`src/rtl/ipi_dest_pkg.sv`:
```
package ipi_dest_pkg;
  typedef enum logic [1:0] {
    SH_ADDR   = 2'd0,
    SH_SELF   = 2'd1,
    SH_ALL    = 2'd2,
    SH_OTHERS = 2'd3
  } shorthand_e;

  localparam logic [3:0] MODEL_FLAT    = 4'hF;
  localparam logic [3:0] MODEL_CLUSTER = 4'h0;
  localparam int         MODEL_W       = 4;
endpackage

```
`src/rtl/ipi_logical_match.sv`:
```
module ipi_logical_match
  import ipi_dest_pkg::*;
#(
  parameter int ID_W = 8
) (
  input  logic [ID_W-1:0]    dest,
  input  logic [ID_W-1:0]    lid,
  input  logic [MODEL_W-1:0] model,
  output logic               hit
);
  localparam int HALF = ID_W / 2;

  logic flat_hit;
  logic clus_hit;

  always_comb begin
    flat_hit = |(dest & lid);
    clus_hit = (dest[ID_W-1:HALF] == lid[ID_W-1:HALF]) &&
               (|(dest[HALF-1:0] & lid[HALF-1:0]));
    unique case (model)
      MODEL_FLAT:    hit = flat_hit;
      MODEL_CLUSTER: hit = clus_hit;
      default:       hit = 1'b0;
    endcase
  end
endmodule

```
`src/rtl/ipi_addr_decode.sv`:
```
module ipi_addr_decode
  import ipi_dest_pkg::*;
#(
  parameter int AGENTS = 8,
  parameter int ID_W   = 8
) (
  input  logic [ID_W-1:0]           dest,
  input  logic                      logical,
  input  logic [AGENTS*ID_W-1:0]    agent_lid,
  input  logic [AGENTS*MODEL_W-1:0] agent_model,
  output logic [AGENTS-1:0]         addr_mask
);
  localparam logic [ID_W-1:0] BCAST = {ID_W{1'b1}};

  logic [AGENTS-1:0] log_hit;
  logic [AGENTS-1:0] phy_hit;

  for (genvar i = 0; i < AGENTS; i++) begin : g_agent
    ipi_logical_match #(.ID_W(ID_W)) match_i (
      .dest  (dest),
      .lid   (agent_lid[i*ID_W +: ID_W]),
      .model (agent_model[i*MODEL_W +: MODEL_W]),
      .hit   (log_hit[i])
    );
    assign phy_hit[i] = (dest == BCAST) || (dest == ID_W'(i));
  end

  assign addr_mask = logical ? log_hit : phy_hit;
endmodule

```
`src/rtl/ipi_shorthand_apply.sv`:
```
module ipi_shorthand_apply
  import ipi_dest_pkg::*;
#(
  parameter int AGENTS = 8,
  parameter int ID_W   = 8
) (
  input  logic [AGENTS-1:0] addr_mask,
  input  logic [1:0]        shorthand,
  input  logic [ID_W-1:0]   sender_id,
  input  logic [AGENTS-1:0] agent_en,
  output logic [AGENTS-1:0] sel_mask
);
  logic [AGENTS-1:0] self_bit;
  logic [AGENTS-1:0] raw;

  for (genvar i = 0; i < AGENTS; i++) begin : g_self
    assign self_bit[i] = (sender_id == ID_W'(i));
  end

  always_comb begin
    unique case (shorthand_e'(shorthand))
      SH_SELF:   raw = self_bit;
      SH_ALL:    raw = '1;
      SH_OTHERS: raw = ~self_bit;
      default:   raw = addr_mask;
    endcase
    sel_mask = raw & agent_en;
  end
endmodule

```
`src/rtl/ipi_lowest_pick.sv`:
```
module ipi_lowest_pick #(
  parameter int AGENTS = 8
) (
  input  logic [AGENTS-1:0] mask_in,
  output logic [AGENTS-1:0] pick
);
  logic [AGENTS-1:0] seen;

  for (genvar i = 0; i < AGENTS; i++) begin : g_chain
    if (i == 0) begin : g_first
      assign seen[i] = mask_in[i];
      assign pick[i] = mask_in[i];
    end else begin : g_rest
      assign seen[i] = seen[i-1] | mask_in[i];
      assign pick[i] = mask_in[i] & ~seen[i-1];
    end
  end
endmodule

```
`src/rtl/ipi_dest_match.sv`:
```
module ipi_dest_match
  import ipi_dest_pkg::*;
#(
  parameter int AGENTS = 8,
  parameter int ID_W   = 8
) (
  input  logic                      clk,
  input  logic                      rst,
  input  logic                      req_valid,
  input  logic [ID_W-1:0]           req_dest,
  input  logic                      req_logical,
  input  logic [1:0]                req_shorthand,
  input  logic                      req_lowest,
  input  logic [ID_W-1:0]           sender_id,
  input  logic [AGENTS-1:0]         agent_en,
  input  logic [AGENTS*ID_W-1:0]    agent_lid,
  input  logic [AGENTS*MODEL_W-1:0] agent_model,
  output logic                      tgt_valid,
  output logic [AGENTS-1:0]         tgt_mask,
  output logic                      tgt_none
);
  logic [AGENTS-1:0] addr_mask;
  logic [AGENTS-1:0] sel_mask;
  logic [AGENTS-1:0] low_mask;
  logic [AGENTS-1:0] next_mask;

  ipi_addr_decode #(.AGENTS(AGENTS), .ID_W(ID_W)) decode_i (
    .dest        (req_dest),
    .logical     (req_logical),
    .agent_lid   (agent_lid),
    .agent_model (agent_model),
    .addr_mask   (addr_mask)
  );

  ipi_shorthand_apply #(.AGENTS(AGENTS), .ID_W(ID_W)) short_i (
    .addr_mask (addr_mask),
    .shorthand (req_shorthand),
    .sender_id (sender_id),
    .agent_en  (agent_en),
    .sel_mask  (sel_mask)
  );

  ipi_lowest_pick #(.AGENTS(AGENTS)) pick_i (
    .mask_in (sel_mask),
    .pick    (low_mask)
  );

  assign next_mask = req_lowest ? low_mask : sel_mask;

  always_ff @(posedge clk) begin
    if (rst) begin
      tgt_valid <= 1'b0;
      tgt_mask  <= '0;
      tgt_none  <= 1'b0;
    end else begin
      tgt_valid <= req_valid;
      if (req_valid) begin
        tgt_mask <= next_mask;
        tgt_none <= ~|next_mask;
      end
    end
  end
endmodule

```
`config.mk`:
```
export PLATFORM = sky130hd
export DESIGN_NAME = ipi_dest_match
export DESIGN_NICKNAME = d
export VERILOG_FILES = /design/src/rtl/ipi_dest_pkg.sv /design/src/rtl/ipi_logical_match.sv /design/src/rtl/ipi_addr_decode.sv /design/src/rtl/ipi_shorthand_apply.sv /design/src/rtl/ipi_lowest_pick.sv /design/src/rtl/ipi_dest_match.sv
export SDC_FILE = /design/constraint.sdc
export NUM_CORES = 1
export LEC_CHECK = 0
export ABC_AREA = 1
export BUFFER_PORTS_ARGS = -buffer_cell sky130_fd_sc_hd__buf_2
export CELL_PAD_IN_SITES_DETAIL_PLACEMENT = 1
export CELL_PAD_IN_SITES_GLOBAL_PLACEMENT = 2
export CORE_ASPECT_RATIO = 0.9
export CORE_UTILIZATION = 20
export DETAILED_ROUTE_END_ITERATION = 8
export PLACE_DENSITY_LB_ADDON = 0.1
export SLEW_MARGIN = 25
export SYNTH_ARGS = -nofsm -noshare
export SYNTH_HDL_FRONTEND = slang
export SYNTH_SLANG_ARGS = --single-unit
```
`constraint.sdc`:
```
create_clock -name clk -period 2.1 [get_ports clk]
set_input_delay 0.42 -clock clk [delete_from_list [all_inputs] [get_ports clk]]
set_output_delay 0.42 -clock clk [all_outputs]
set_load 0.03 [all_outputs]
```
==> Yosys cells after proc, flatten, opt, wreduce, memory -nomap -nowiden <==
Cells that the tools add are included.
{ "op_classes": {"eq_ne": 34, "mux": 11, "bitwise_logic": 38, "reduce_logical": 44} }
{ "op_table": {"columns": ["cell", "count"], "rows": [
  ["$and A8 B8 Y8", 9],
  ["$reduce_or A8 Y1", 9],
  ["$eq A8 B3 Y1 const B", 8],
  ["$and A4 B4 Y4", 8],
  ["$eq A4 B4 Y1", 8],
  ["$eq A4 B4 Y1 const B", 8],
  ["$eq A8 B2 Y1 const B", 4],
  ["$logic_not A4 Y1", 8],
  ["$reduce_or A4 Y1", 8],
  ["$pmux W8 S3", 1],
  ["$eq A8 B1 Y1 const B", 2],
  ["$logic_not A8 Y1", 2],
  ["$mux W8", 2],
  ["$pmux W1 S2", 8],
  ["$eq A8 B8 Y1 const B", 1],
  ["$logic_and A1 B1 Y1", 8],
  ["$logic_or A1 B1 Y1", 8],
  ["$not A8 Y8", 1],
  ["$and A1 B1 Y1", 7],
  ["$not A1 Y1", 7],
  ["$or A1 B1 Y1", 6],
  ["$eq A2 B2 Y1 const B", 2],
  ["$eq A2 B1 Y1 const B", 1],
  ["$logic_not A1 Y1", 1]
]} }
{ "totals": {"regBits": 10} }

==> Depth between registers and ports, before layout <==
Gate-level depths: netlist (run 1).
{ "logic_depth": {"word_depth": 18, "mapped_depth": 17} }

==> Cells and area by module <==
From an unflattened synthesis (run 1), not the netlist that was laid out.
{ "hier_totals": {"cells_unflattened": 472, "area_unflattened_um2": 2429.8} }
{ "by_module_without_submodules": {"columns": ["module", "n_inst", "cells_per_inst", "area_each_um2", "seq_area_each_um2"], "rows": [
  ["ipi_logical_match", 8, 29, 151.4, 0.0],
  ["ipi_dest_match", 1, 78, 528.0, 200.2],
  ["ipi_addr_decode", 1, 71, 301.5, 0.0],
  ["ipi_shorthand_apply", 1, 73, 299.0, 0.0],
  ["ipi_lowest_pick", 1, 18, 90.1, 0.0]
]} }

==> Worst setup path after synthesis (run 1) <==
No wires, ideal clock.
{ "synth_path": {"path_type": "in2reg", "from": "input port req_dest[7]", "to": "register tgt_none", "setup_time_ps": 113, "arrival_time_ps": 1607, "required_time_ps": 1987, "slack_ps": 380, "cell_stages": 16, "path_buffers": 0, "cell_sequence": "ha_1 > nor2_1 > and2_1 > nand2_1 > nand2_1 > nand3_1 > nand2_1 > nand2_2 > nand2_4 > nand2_4 > nor2_4 > nand4_2 > nand2_2 > nand2_2 > nand3_1 > nand2_1"} }
{ "synth_between": {"elab_chain_cells": 17, "word_cells_on_any_way": 83} }
{ "synth_lines": {"columns": ["element", "line", "rtl"], "rows": [
  ["start, declared", "ipi_dest_match.sv:10", "input logic [ID_W-1:0] req_dest,"],
  ["$and A8 B8 Y8 / $eq A4 B4 Y1 (equally long branches)", "ipi_logical_match.sv:17, ipi_logical_match.sv:18", null],
  ["$reduce_or A8 Y1 / $logic_and A1 B1 Y1 (equally long branches)", "ipi_logical_match.sv:17, ipi_logical_match.sv:18", null],
  ["$pmux W1 S2", "ipi_logical_match.sv:20", "unique case (model)"],
  ["$mux W8 *", "ipi_addr_decode.sv:28", "assign addr_mask = logical ? log_hit : phy_hit;"],
  ["$pmux W8 S3 *", "ipi_shorthand_apply.sv:21", "unique case (shorthand_e'(shorthand))"],
  ["$and A8 B8 Y8 *", "ipi_shorthand_apply.sv:27", "sel_mask = raw & agent_en;"],
  ["$or A1 B1 Y1 (6 in series)", "ipi_lowest_pick.sv:14", "assign seen[i] = seen[i-1] | mask_in[i];"],
  ["$not A1 Y1", "ipi_lowest_pick.sv:15", "assign pick[i] = mask_in[i] & ~seen[i-1];"],
  ["$and A1 B1 Y1", "ipi_lowest_pick.sv:15", null],
  ["$mux W8 *", "ipi_dest_match.sv:48", "assign next_mask = req_lowest ? low_mask : sel_mask;"],
  ["$reduce_or A8 Y1 *", "ipi_dest_match.sv:59", "tgt_none <= ~|next_mask;"],
  ["$logic_not A1 Y1 *", "ipi_dest_match.sv:59", null],
  ["end signal, assigned", "ipi_dest_match.sv:59", null],
  ["end, declared", "ipi_dest_match.sv:20", "output logic tgt_none"]
]} }
Every way passes the cells marked *; elsewhere a longest branch is shown, timed or not.
A chain may end at the register's enable or synchronous reset.

==> Worst setup path after layout (run 1) <==
{ "layout_path": {"from": "input port req_dest[5]", "to": "register tgt_none"} }
The elaborated chain is that of the path after synthesis.

==> out/results.md, run 1 <==
| Quantity | This run |
|---|---|
| Outcome | finished clean |
| Worst-margin pin slew | 0.565 ns |
| Combined area of the multi-input logic cells | 1730 um2 |
| Crit path top cell by count | nand2_1 |
| Total die area | 10800 um2 |
| Number of buffers added by the clock tree synthesis step | 3 |
| Leakage dissipation | 1.66 nW |
| Height of the die | 98.8 um |
| Ys flop type | dfxtp_1 |
| Non-filler instance count after layout | 621 |
| Routed length on met1 | 3840 um |
| Buffers from clock root to sink, at most | 2 |
| Core occupancy in the finished layout | 30.5% |
| R2R Setup Slk | 1.46 ns |
| Max-slew violation count | 0 |
| #FFs+latches synth | 10 |
| Final Critical Period | 1.89 ns |
| Via count of the first global-routing pass | 2910 |
| Internal power | 0.000654 W |
| Critical Path Sink Type | flip-flop |
| Number of violations reported at the end of detailed-routing iteration 0 | 54 |
| Number of remaining DRC errors | 0 |
| Clock network fraction of total power | 32.4% |
| CP max FO | 9 |
| Synthesized instance count | 354 |
| ANT nets after route | 0 |
| Number of primary I/O pins | 137 |
| Initial core utilization | 21.0% |
| Share of synthesized registers carrying an async set or reset | 0% |
| Maximum single-stage delay on the critical path | 0.21 ns |
| Post-Route WL | 8380 um |
| Layout-stage area growth over the synthesis result | 45.2% |
| Final weighted congestion in routability-driven placement | 0.758 |
| Switching Share | 35.1% |
| Relative contribution of sequential cells to total power | 20.2% |
| TritonCTS Sinks | 10 |
| Tot Pwr | 0.00101 W |
| Clock Skews | 0 ns |
| Combinational fraction of design power | 47.4% |
| Highest metal layer with signal wires | met3 |
| Routed wire length on met3 | 400 um |
| Crit Path Category | in -> reg |
| Category of the worst setup path launch point | input port |
| Number of iterations in the first detailed-routing pass | 4 |
| Number of fillers in the final layout | 1358 |
| Maxcap violations | 0 |
| Wire length of the first global-routing pass | 13700 um |
| CP max stage cell | ha_1 |
| Inst Count DP | 618 |
| Worst min path class | in -> reg |
| Number of setup violations in the final report | 0 |
| Number of vias per cell | 4.44 |
| Initial antenna violation count | 0 |
| CP arrival | 2.01 ns |
| CTS H-tree depth | 1 |
| Syn_nets | 513 |
| Req. time, crit path | 2.23 ns |
| Count of inserted antenna diode cells | 0 |
| Post-synth cell types | 37 |
| Share of cells above drive strength 1 | 37.4% |
| Hold Buf Count CTS | 0 |
| Worst max-slew margin expressed relative to the limit | 62.2% |
| Cell-by-cell trace of the critical path | buf_4 > ha_1 > nor2_1 > and2_1 > nand2_1 > nand2_1 > nand3_1 > nand2_1 > nand2_1 > nand2_2 > nand2_4 > nor2_4 > nand4_4 > nand2_2 > nand2_2 > nand3_1 > nand2_1 |
| Congestion Overflow GR | 0 |
| Yosys synthesis warning count | 0 |
| Combined global-route utilization of all metal layers | 16.1% |
| Maximum achievable frequency | 530 MHz |
| Sequential area share after synthesis | 9.61% |
| Period utilisation layout | 89.8% |
| Sum of net half-perimeters after detailed placement | 7300 um |
| Postcts setup bufs | 0 |
| Die W | 110 um |
| Power density normalized to cell area | 333 nW/um2 |
| TritonCTS clock tree | yes |
| EDFF count, synth | 0 |
| IR drop worst, VDD | 0.197 mV |
| Final hold viol count | 0 |
| DR vias | 2760 |
| Mapped Area | 2080 um2 |
| Rows | 34 |
| Reported net switching power | 0.000353 W |
| Clock input transition at the sequential cells of the worst setup and hold paths | 0.04 ns |
| Wire length on met2 | 4140 um |
| RSZ-0062 raised after global routing | no |
| Post-layout net count | 656 |
| Post-Synthesis Mean Instance Area | 5.88 um2 |
| Pin count of the biggest net entering global routing | 14 |
| Drt wl/cell | 13.5 um |
| Clock latency on the worst-skew pair | 0.23 ns |
| Post-cts sizing count | 0 |
| Register area | 200 um2 |
| Core Region | 9910 um2 |
| Clock root buffer | clkbuf_16 |
| Number of input and output port buffers inserted | 136 |
registers in the layout, indices dropped and copies added (netlist names):
signal and cells:
tgt_valid 1, tgt_none 1, tgt_mask 8
per-layer routing:
layer	vias up	global-route usage, %
li1	1456	-
met1	1235	21.0
met2	69	29.6
met3	0	1.59
met4	0	0.718
met5	-	0
cell usage in the layout (no fill, tap or decap), types with 4 or more instances in the layout:
cell type | netlist | layout
nor2_1 | 49 | 49
nor2_2 | 8 | 8
nor4_1 | 9 | 9
buf_4 | 1 | 11
buf_2 | 0 | 132
o21ai_0 | 8 | 8
and3_1 | 4 | 4
nand4_1 | 7 | 7
nand2_1 | 122 | 122
ha_1 | 32 | 32
nand3_1 | 29 | 29
dfxtp_1 | 10 | 10
nand2_2 | 7 | 7
inv_1 | 20 | 20
inv_2 | 11 | 11
path summary, 6_finish.rpt:
path               start  depth (start not counted)          end
min            req_valid                          2  tgt_mask[7]
min reg2reg  tgt_mask[3]                          2  tgt_mask[3]
max reg2reg  tgt_mask[7]                          2  tgt_mask[7]
max          req_dest[5]                         17     tgt_none
critical path, delay by kind of cell:
family	cells	cell delay, ns
buffers and inverters	1	0.17
adder cells (fa/ha/maj)	1	0.21
AND/OR/NAND/NOR	15	1.21
synthesized netlist by cell type (all sizes together) (5+ instances only):
cell | n | area, um2
a21oi | 5 | 43.8
and3 | 5 | 32.5
buf | 5 | 52.6
dfxtp | 10 | 200
ha | 32 | 400
inv | 31 | 116
nand2 | 131 | 524
nand3 | 29 | 145
nand4 | 9 | 68.8
nor2 | 58 | 245
nor3 | 5 | 41.3
nor4 | 9 | 56.3
o21ai | 11 | 55.1
final cells by class:
class	instances	share of cell area, %
multi-input combinational	307	57.1
timing repair buffer	143	24.6
tap	126	5.21
sequential	10	6.62
inverter	32	3.97
clock buffer	3	2.48
kinds of logic after synthesis:
kind of cell,share of synthesized area [%]
adder cells (fa/ha/maj),19.2
buffers and inverters,8.29
flip-flops,9.61
AO/OA/AOI/OAI,8.47
AND/OR/NAND/NOR,54.4
through the flow:
stage	hold slack, ns	TNS (ns)	area [um2]	setup WS (ns)
2_1_floorplan	0.504	0	2080	0.380
3_3_place_gp	0.440	-0.106	2920	-0.0715
5_1_grt	0.433	0	3020	0.00290
6_report	0.428	0	3020	0.214
4_1_cts	0.423	0	3000	0.120
3_5_place_dp	0.438	-0.389	2920	-0.116
power by group through the flow:
stage / clock (W) / sequential [W] / combinational (W)
final: 0.000326 / 0.000203 / 0.000477
after CTS: 0.000336 / 0.000203 / 0.000482
after detailed placement: 0 / 0.000206 / 0.000479
after floorplan: 0 / 0.000223 / 0.000236
after global placement: 0 / 0.000206 / 0.000467
after global routing: 0.000346 / 0.000204 / 0.000551
No activity file was read; power rests on OpenSTA's default activity.
==> run 2, diff against run 1 <==
--- a/config.mk
+++ b/config.mk
@@ -12,7 +12,7 @@
 export CORE_ASPECT_RATIO = 0.9
 export CORE_UTILIZATION = 20
 export DETAILED_ROUTE_END_ITERATION = 8
-export PLACE_DENSITY_LB_ADDON = 0.1
+export PLACE_DENSITY = 0.87
 export SLEW_MARGIN = 25
 export SYNTH_ARGS = -nofsm -noshare
 export SYNTH_HDL_FRONTEND = slang
==> out/results.md, run 2 (synthesized netlist as in run 1, its figures left out) <==
| Quantity | This run |
|---|---|
| Clock network fraction of total power | 36.2% |
| CP max FO | 9 |
| Initial antenna violation count | 0 |
| Clock Skews | 0 ns |
| TritonCTS clock tree | yes |
| Core Region | 9910 um2 |
| Crit Path Category | in -> reg |
| Design Area, Final | 2990 um2 |
| Clock root buffer | clkbuf_16 |
| Instance count on the critical path | 17 |
| Sum of net half-perimeters after detailed placement | 7260 um |
| Outcome | finished clean |
| DR vias | 2786 |
| Clock latency on the worst-skew pair | 0.24 ns |
| Pin count of the biggest net entering global routing | 14 |
| Relative contribution of sequential cells to total power | 19.3% |
| Post-Route WL | 8310 um |
| Top register by number of flip-flops | tgt_mask |
| Req. time, crit path | 2.23 ns |
| Wire length of the first global-routing pass | 13300 um |
| Number of primary I/O pins | 137 |
| Post-layout net count | 652 |
| Final hold viol count | 0 |
| Max-slew violation count | 0 |
| Worst-case setup slack after placement | -0.126 ns |
| Count of inserted antenna diode cells | 0 |
| Total cell area at the placement stage | 2880 um2 |
| Critical Path Sink Type | flip-flop |
| CTS H-tree depth | 1 |
| Initial core utilization | 21.0% |
| Number of vias per cell | 4.51 |
| Top cell family by delay on the critical path | simple AND/OR/NAND/NOR gates |
| Number of cells on the worst reg-to-reg path | 2 |
| Share of cells above drive strength 1 | 36.8% |
| Cell-by-cell trace of the critical path | clkbuf_4 > ha_1 > nor2_1 > and2_1 > nand2_1 > nand2_1 > nand3_1 > nand2_1 > nand2_1 > nand2_2 > nand2_4 > nor2_4 > nand4_2 > nand2_2 > nand2_2 > nand3_1 > nand2_1 |
| Regs by FF count | tgt_mask (8), tgt_none (1), tgt_valid (1) |
| Post-route worst setup slack | 0.185 ns |
| Number of input and output port buffers inserted | 136 |
| Maximum achievable frequency | 522 MHz |
| Rows | 34 |
| Internal power | 0.000688 W |
| Power density normalized to cell area | 351 nW/um2 |
| Count of buffering cells on the critical path with inverters included | 1 |
| Post-Route Hold Slack | 0.432 ns |
| CP arrival | 2.05 ns |
| Combinational fraction of design power | 44.5% |
| TritonCTS Sinks | 10 |
| Layout-stage area growth over the synthesis result | 43.7% |
| Drt wl/cell | 13.4 um |
| Number of setup violations in the final report | 0 |
| Final weighted congestion in routability-driven placement | 0.802 |
| Clock input transition at the sequential cells of the worst setup and hold paths | 0.04 ns |
| Commonest non-fill, non-tap cell in the layout | buf_2 |
| Number of violations reported at the end of detailed-routing iteration 0 | 91 |
| Period utilisation layout | 91.2% |
| Height of the die | 98.8 um |
| Buffers from clock root to sink, at most | 2 |
| Congestion Overflow GR | 0 |
| Reported net switching power | 0.000364 W |
| Worst max-slew margin expressed relative to the limit | 62.0% |
| Die W | 110 um |
| Number of buffers added by the clock tree synthesis step | 3 |
| Number of iterations in the first detailed-routing pass | 4 |
| Inst Count DP | 613 |
| Via count of the first global-routing pass | 2945 |
| Total die area | 10800 um2 |
| Switching Share | 34.6% |
| Tot Pwr | 0.00105 W |
| Number of remaining DRC errors | 0 |
| Combined global-route utilization of all metal layers | 15.6% |
| Top library cells by usage in the layout, fill and taps aside | 133 x buf_2, 122 x nand2_1, 49 x nor2_1 |
| Worst min path class | in -> reg |
| Maximum single-stage delay on the critical path | 0.22 ns |
| IR drop worst, VDD | 0.197 mV |
| Category of the worst setup path launch point | input port |
| Non-filler instance count after layout | 618 |
| Final Critical Period | 1.92 ns |
| CP max stage cell | ha_1 |
| Leakage dissipation | 1.64 nW |
| Number of flip-flops in the largest register | 8 |
| Maxcap violations | 0 |
| Worst-margin pin slew | 0.568 ns |
| Hold Buf Count CTS | 0 |
| Cell depth of the worst hold path | 2 |
| Crit path top cell by count | nand2_1 |
| ANT nets after route | 0 |
[run 2: changes by cell type in the layout (fill, tap and decap cells not counted), sizes merged]
cell and delta:
buf -6, clkbuf +3
[run 2: worst register-to-register path, stage by stage (launching register included)]
cell,delay (ns)
dfxtp_1,0.30
o21ai_0,0.20
a21oi_2,0.05
[run 2: final timing paths]
path                     from     endpoint  slack [ns]
setup reg to reg  tgt_mask[7]  tgt_mask[7]        1.43
hold / removal      req_valid  tgt_mask[7]        0.43
setup / recovery  req_dest[5]     tgt_none        0.18
hold reg to reg      tgt_none     tgt_none        0.45
[run 2: metrics by stage]
step                      util (%)   TNS, ns
after global placement        29.1    -0.108
after global routing          30.2  -0.00594
after floorplan                  -         0
after CTS                     30.0         0
final                         30.2         0
after detailed placement      29.1    -0.223
[run 2: what timing repair did]
item                       CTS  global route
setup endpoints to repair    0             3
gates resized for setup      0             5
buffers inserted             0             1
[run 2: area by class of cell]
type                            count  area, um2
Inverter                           32        120
Multi-Input combinational cell    307       1720
Fill cell                        1318       6920
Timing Repair Buffer              139        711
Sequential cell                    10        200
Clock buffer                        4       88.8
Tap cell                          126        158
[run 2: power by group through the flow]
stage          clock [W]  sequential (W)  combinational, W
6_report        0.000380        0.000204          0.000468
5_1_grt         0.000392        0.000205          0.000537
4_1_cts         0.000378        0.000204          0.000474
3_5_place_dp           0        0.000207          0.000471
3_3_place_gp           0        0.000207          0.000452
2_1_floorplan          0        0.000223          0.000236
[run 2: layer usage]
layer | vias up | wire [um] | GRT usage [%]
li1 | 1447 | - | -
met1 | 1259 | 3730 | 19.7
met2 | 75 | 4140 | 29.5
met3 | 5 | 398 | 0.728
met4 | 0 | 32 | 1.85
met5 | - | 0 | 0
